### config.mk
export PLATFORM = sky130hd
export DESIGN_NAME = spi_host
export DESIGN_NICKNAME = d
export VERILOG_FILES = /design/src/rtl/spi_host.sv
export SDC_FILE = /design/constraint.sdc
export NUM_CORES = 1
export LEC_CHECK = 0
export BUFFER_PORTS_ARGS = -buffer_cell sky130_fd_sc_hd__buf_2
export CORE_ASPECT_RATIO = 0.5
export CORE_UTILIZATION = 54
export DETAILED_ROUTE_END_ITERATION = 12
export PLACE_DENSITY_LB_ADDON = 0.05
export RECOVER_POWER = 25
export SLEW_MARGIN = 20
export SYNTH_ARGS = -nofsm -noshare
export SYNTH_HDL_FRONTEND = slang
export SYNTH_SLANG_ARGS = --single-unit
### constraint.sdc
create_clock -name clk -period 3.75 [get_ports clk]
set_input_delay 0.75 -clock clk [delete_from_list [all_inputs] [get_ports clk]]
set_output_delay 0.75 -clock clk [all_outputs]
set_load 0.02 [all_outputs]
### src/rtl/spi_host.sv
module spi_host #(
  parameter int NCS   = 4,
  parameter int DEPTH = 8,
  parameter int DIV_W = 12
) (
  input  logic             clk,
  input  logic             rst_n,
  input  logic             bus_we,
  input  logic             bus_re,
  input  logic [7:0]       bus_addr,
  input  logic [31:0]      bus_wdata,
  output logic [31:0]      bus_rdata,
  output logic             sck,
  output logic             mosi,
  output logic [NCS-1:0]   cs_n,
  input  logic             miso
);
  localparam int PW  = $clog2(DEPTH);
  localparam int IDW = (NCS > 1) ? $clog2(NCS) : 1;
  localparam logic [PW:0] FULLV = (PW+1)'(DEPTH);

  localparam logic [7:0] A_DIV = 8'h00, A_MODE = 8'h04, A_ID = 8'h10, A_DEF = 8'h14;
  localparam logic [7:0] A_CSM = 8'h18, A_FMT = 8'h40, A_TX = 8'h48, A_RX = 8'h4C;
  localparam logic [1:0] HOLD = 2'd2, OFF = 2'd3;

  typedef enum logic [1:0] {S_IDLE, S_XFER, S_GAP} st_t;

  logic [DIV_W-1:0] div_q, cnt;
  logic             cpha_q, cpol_q, lsb_q, dir_q, hold_q, ph;
  logic [IDW-1:0]   csid_q;
  logic [NCS-1:0]   csdef_q;
  logic [1:0]       csmode_q;
  logic [3:0]       len_q, flen_q, eff_len;
  logic [4:0]       edg;
  logic [2:0]       bitn, pos;
  logic [7:0]       txsh, rxsh;
  st_t              st;

  logic [7:0]  tx_mem [DEPTH];
  logic [7:0]  rx_mem [DEPTH];
  logic [PW:0] tx_wp, tx_rp, rx_wp, rx_rp, tx_cnt, rx_cnt;

  wire we_div  = bus_we && bus_addr == A_DIV;
  wire we_mode = bus_we && bus_addr == A_MODE;
  wire we_id   = bus_we && bus_addr == A_ID;
  wire we_def  = bus_we && bus_addr == A_DEF;
  wire we_csm  = bus_we && bus_addr == A_CSM;
  wire we_fmt  = bus_we && bus_addr == A_FMT;
  wire tx_wr_req = bus_we && bus_addr == A_TX;

  wire unused_wdata = ^bus_wdata;

  assign tx_cnt = tx_wp - tx_rp;
  assign rx_cnt = rx_wp - rx_rp;
  wire tx_full  = tx_cnt == FULLV;
  wire rx_full  = rx_cnt == FULLV;
  wire rx_empty = rx_cnt == '0;

  wire busy  = st != S_IDLE;
  wire tick  = busy && cnt == div_q;
  wire last  = edg == ({flen_q, 1'b0} - 5'd1);
  wire start = !busy && tx_cnt != '0 && (dir_q || !rx_full);
  wire samp  = edg[0] == cpha_q;
  wire adv   = (edg[0] != cpha_q) && !(cpha_q ? (edg == 5'd0) : last);

  wire tx_push = tx_wr_req && !tx_full;
  wire tx_pop  = start;
  wire rx_push = st == S_GAP && tick && !dir_q && !rx_full;
  wire rx_pop  = bus_re && bus_addr == A_RX && !rx_empty;

  assign eff_len = (len_q == 4'd0 || len_q > 4'd8) ? 4'd8 : len_q;
  assign pos  = lsb_q ? bitn : 3'(flen_q - 4'd1 - {1'b0, bitn});
  assign mosi = txsh[pos];
  assign sck  = cpol_q ^ ph;

  always_ff @(posedge clk or negedge rst_n) begin
    if (!rst_n) begin
      div_q    <= DIV_W'(3);
      cpha_q   <= 1'b0;
      cpol_q   <= 1'b0;
      csid_q   <= '0;
      csdef_q  <= '1;
      csmode_q <= '0;
      lsb_q    <= 1'b0;
      dir_q    <= 1'b0;
      len_q    <= 4'd8;
    end else begin
      if (we_div)  div_q <= bus_wdata[DIV_W-1:0];
      if (we_mode) {cpol_q, cpha_q} <= bus_wdata[1:0];
      if (we_id)   csid_q <= bus_wdata[IDW-1:0];
      if (we_def)  csdef_q <= bus_wdata[NCS-1:0];
      if (we_csm)  csmode_q <= bus_wdata[1:0];
      if (we_fmt) begin
        lsb_q <= bus_wdata[2];
        dir_q <= bus_wdata[3];
        len_q <= bus_wdata[19:16];
      end
    end
  end

  always_ff @(posedge clk) begin
    if (tx_push) tx_mem[tx_wp[PW-1:0]] <= bus_wdata[7:0];
    if (rx_push) rx_mem[rx_wp[PW-1:0]] <= rxsh;
  end

  always_ff @(posedge clk or negedge rst_n) begin
    if (!rst_n) begin
      tx_wp <= '0;
      tx_rp <= '0;
      rx_wp <= '0;
      rx_rp <= '0;
    end else begin
      if (tx_push) tx_wp <= tx_wp + 1'b1;
      if (tx_pop)  tx_rp <= tx_rp + 1'b1;
      if (rx_push) rx_wp <= rx_wp + 1'b1;
      if (rx_pop)  rx_rp <= rx_rp + 1'b1;
    end
  end

  always_ff @(posedge clk or negedge rst_n) begin
    if (!rst_n) begin
      st     <= S_IDLE;
      cnt    <= '0;
      edg    <= '0;
      bitn   <= '0;
      ph     <= 1'b0;
      txsh   <= '0;
      rxsh   <= '0;
      flen_q <= 4'd8;
    end else begin
      case (st)
        S_IDLE: begin
          cnt <= '0;
          if (start) begin
            st     <= S_XFER;
            txsh   <= tx_mem[tx_rp[PW-1:0]];
            rxsh   <= '0;
            edg    <= '0;
            bitn   <= '0;
            ph     <= 1'b0;
            flen_q <= eff_len;
          end
        end
        S_XFER: begin
          if (tick) begin
            cnt <= '0;
            ph  <= ~ph;
            edg <= edg + 5'd1;
            if (samp) rxsh[pos] <= miso;
            if (adv)  bitn <= bitn + 3'd1;
            if (last) st <= S_GAP;
          end else begin
            cnt <= cnt + DIV_W'(1);
          end
        end
        default: begin
          if (tick) begin
            cnt <= '0;
            st  <= S_IDLE;
          end else begin
            cnt <= cnt + DIV_W'(1);
          end
        end
      endcase
    end
  end

  always_ff @(posedge clk or negedge rst_n) begin
    if (!rst_n)                    hold_q <= 1'b0;
    else if (we_id || we_def || we_csm) hold_q <= 1'b0;
    else if (start && csmode_q == HOLD) hold_q <= 1'b1;
  end

  wire cs_act = csmode_q != OFF && (busy || (csmode_q == HOLD && hold_q));

  always_comb begin
    for (int i = 0; i < NCS; i++)
      cs_n[i] = csdef_q[i] ^ (cs_act && csid_q == IDW'(i));
  end

  always_comb begin
    bus_rdata = '0;
    case (bus_addr)
      A_DIV:  bus_rdata[DIV_W-1:0] = div_q;
      A_MODE: bus_rdata[1:0] = {cpol_q, cpha_q};
      A_ID:   bus_rdata[IDW-1:0] = csid_q;
      A_DEF:  bus_rdata[NCS-1:0] = csdef_q;
      A_CSM:  bus_rdata[1:0] = csmode_q;
      A_FMT: begin
        bus_rdata[2]     = lsb_q;
        bus_rdata[3]     = dir_q;
        bus_rdata[19:16] = len_q;
      end
      A_TX:   bus_rdata[31] = tx_full;
      A_RX: begin
        if (rx_empty) bus_rdata[31] = 1'b1;
        else          bus_rdata[7:0] = rx_mem[rx_rp[PW-1:0]];
      end
      default: ;
    endcase
  end
endmodule


==> results.tsv <==
stage	metric	value	unit
yosys	synthFlopType	edfxtp_1	
grt	grt_overflow	0	
yosys	synthCells	683	
place	dp_hpwl	13800	microns
drt	wl_met3	746	microns
power_and_ir_drop	sw_frac_of_total	0.290	
sta	rsz0062_at_grt	yes	
setup_path	r2r_slack	0.75	ns
layout	instances_no_fill	1021	
drt	wl_met1	9260	microns
setup_path	worstSetupStartpointType	register	
drt	num_vias	5615	
sta	fin_crit	3.71	ns
worst_hold_path	hold_path.class	in -> async	
power_and_ir_drop	p_clk_frac	0.319	
setup_path	cp_max_fo	3	
drt	drtIter0Drc	352	
die	dieWidth	193	microns
grt	antenna_found_initial	0	
setup_path	crit_path_end_kind	output port	
place	portBuffers	51	
yosys	netlist_area	9820	sq um
run_status	violations	design-rule violations	
setup_path	r2r_cells	10	
power_and_ir_drop	switching_power	1.96	mW
die	die-height	97.4	microns
place	gp_congestion	0.860	
die	core	17600	sq um
yosys	synth-edff-count	128	
drt	viasPerCell	5.50	
layout	final_cell_mix	128 x edfxtp_1, 80 x dfrtp_1, 48 x nand2_1, 43 x nor2_1, 41 x buf_2	
power_and_ir_drop	peakVddDrop	0.000375	V
drt	wl_met2	9190	microns
layout	area_delta_synth_final	14.2	%
yosys	ys_seq_area_frac	0.617	
power_and_ir_drop	p_seq_frac	0.450	
die	rows	34	
setup_path	r2r_end	rx_mem[3][0]	
sta	maxSlewViolCount	0	
clocking	clkTransAtPathRegs	0.07	ns
layout	layout-drive-gt1-share	0.262	
layout	n_antenna_cell	0	
power_and_ir_drop	intPower	4.78	mW
drt	wl_per_cell	19.1	microns
setup_path	required	3.00	ns
clocking	clockBufferDepth	3	
die	die-area	18800	sq um
grt	grt_pass1_vias	5722	
run	maxCapViolations	0	
die	io_pins	83	
clocking	ctsHoldBuffers	0	
setup_path	path_class	reg -> out	
run_status	outcome	finished with violations	
yosys	synth.distinct_cells	62	
drt	wl	19500	microns
layout	final_nets	835	
setup_path	reg2reg_from	rx_rp[2]	
clocking	tritoncts	done	
sta	worstMarginPinSlew	0.921	ns
clocking	clkLatencyLatePin	0.51	ns
drt	drc	4	
grt	grt_pass1_wl	30800	microns
yosys	async_flop_share	0.407	
sta	period_share	0.988	
sta	slew_headroom	0.386	
power_and_ir_drop	power_density	600	nW/um^2
yosys	ys_warn_count	0	
place	dp.cells	980	
drt	highest_layer	met4	
grt	grt_max_degree	73	
layout	layout_commonest_cell	edfxtp_1	
drt	ant_nets	0	
drt	drtPass1Iterations	8	
clocking	ctsHtreeMaxLevel	1	
sta	fin_tns_setup	0	ns
clocking	clock-sinks	216	
grt	grtUsageTotal	0.218	
sta	skew	0.0274	ns
clocking	cts_buffers	20	
sta	setup_viol	0	
power_and_ir_drop	combPwrFrac	0.230	
power_and_ir_drop	p_leak	4.39	nW
yosys	syn_area_per_cell	14.4	sq um
layout	design_area	11200	sq um
place	placed_area	10500	sq um
sta	max_freq	270	MHz
setup_path	crit_arrival	2.96	ns
die	start_util	0.559	
clocking	cts-root-buf	clkbuf_16	
sta	hold_violations	0	
yosys	yosys_register_bits	216	
## worst max-delay path, cell delays in order, from the launching register on
cell and delay [ns]:
dfrtp_1 0.36, inv_1 0.05, ha_2 0.18, fa_2 0.33
xor2_1 0.16, nor2_1 0.15, xor2_1 0.16, buf_4 0.17
mux4_2 0.50, mux2_4 0.29, buf_6 0.13
## cells in the mapped netlist (all sizes together) (5+ instances only)
library cell | number | area share
dfstp | 8 | 0.021
o31ai | 7 | 0.0054
and2 | 8 | 0.0051
nand4 | 9 | 0.0057
a22oi | 5 | 0.0038
dfrtp | 80 | 0.20
mux2i | 10 | 0.010
or3 | 5 | 0.0042
ha | 16 | 0.020
edfxtp | 128 | 0.39
buf | 25 | 0.018
xnor2 | 34 | 0.030
a21oi | 6 | 0.0031
nand2 | 49 | 0.019
nor3 | 9 | 0.0046
nor3b | 5 | 0.0043
mux4 | 34 | 0.078
mux2 | 34 | 0.039
clkbuf | 11 | 0.0042
o21ai | 25 | 0.013
o21a | 5 | 0.0038
a31oi | 8 | 0.0051
nand3 | 11 | 0.0056
nand2b | 8 | 0.0051
and3b | 5 | 0.0045
and3 | 11 | 0.0075
xor2 | 19 | 0.017
nand3b | 10 | 0.0076
nor2b | 5 | 0.0032
inv | 19 | 0.0073
nor2 | 43 | 0.016
## worst max-delay path by stage
stage | startpoint | endpoint | slack (ns) | cells after the start
2_1_floorplan | rx_rp[1] | rx_mem[4][0] | 0.13 | 10
3_3_place_gp | bitn[0] | mosi | 0.34 | 10
3_5_place_dp | bitn[0] | mosi | 0.31 | 10
4_1_cts | flen_q[0] | mosi | -0.08 | 9
5_1_grt | bitn[0] | mosi | -0.07 | 10
6_report | bitn[0] | mosi | 0.04 | 10
## area by class of cell
type                       count  area [sq um]
inverter                      20          75.1
tap                          234           293
timing repair buffer          90           547
clock buffer                  25           549
clock inverter                11           151
fill                        1359          6350
multi-input combinational    425          3550
sequential                   216          6060
## sequential cells by signal, summed over array words and instances (netlist names), 2 cells and up
register,count
cnt,12
rxsh,8
tx_wp,4
st,2
rx_wp,4
tx_mem,64
csmode_q,2
tx_rp,4
csid_q,2
flen_q,4
txsh,8
bitn,3
edg,5
csdef_q,4
div_q,12
len_q,4
rx_mem,64
rx_rp,4
## layer usage
metal,vias up,global-route usage
li1,2707,-
met1,2810,0.312
met2,76,0.350
met3,22,0.0448
met4,0,0.0400
met5,-,0
## cell families (layout without fill, tap and decap cells)
group,after synthesis,after routing,synth area share
flip-flops,216,216,0.617
AND/OR/NAND/NOR,186,186,0.100
multiplexers,78,78,0.127
AO/OA/AOI/OAI,75,75,0.0535
buffers and inverters,56,146,0.0301
XOR/XNOR,54,54,0.0497
adder cells (fa/ha/maj),17,17,0.0224
other,1,15,0.000382
## repair_timing
action                     CTS  global route
resized for setup            1             6
pin swaps                    1             2
setup endpoints to repair    9             3
setup buffers                4             1
## power groups by stage
| stage | logic [mW] | clock network (mW) | registers (mW) |
|---|---|---|---|
| 2_1_floorplan | 1.17 | 0 | 3.00 |
| 3_3_place_gp | 1.47 | 0 | 3.08 |
| 3_5_place_dp | 1.49 | 0 | 3.09 |
| 4_1_cts | 1.53 | 2.19 | 3.03 |
| 5_1_grt | 1.73 | 2.28 | 3.08 |
| 6_report | 1.55 | 2.15 | 3.03 |
## per-stage QoR
stage	util	total power [mW]	setup WS, ns	hold slack [ns]
floorplan	-	4.17	0.132	0.454
global placement	0.595	4.54	0.339	0.476
detailed placement	0.595	4.58	0.310	0.480
CTS	0.637	6.75	-0.0756	0.411
global route	0.639	7.08	-0.0728	0.434
finish	0.639	6.74	0.0446	0.350
(Power assumes the default switching activity.)
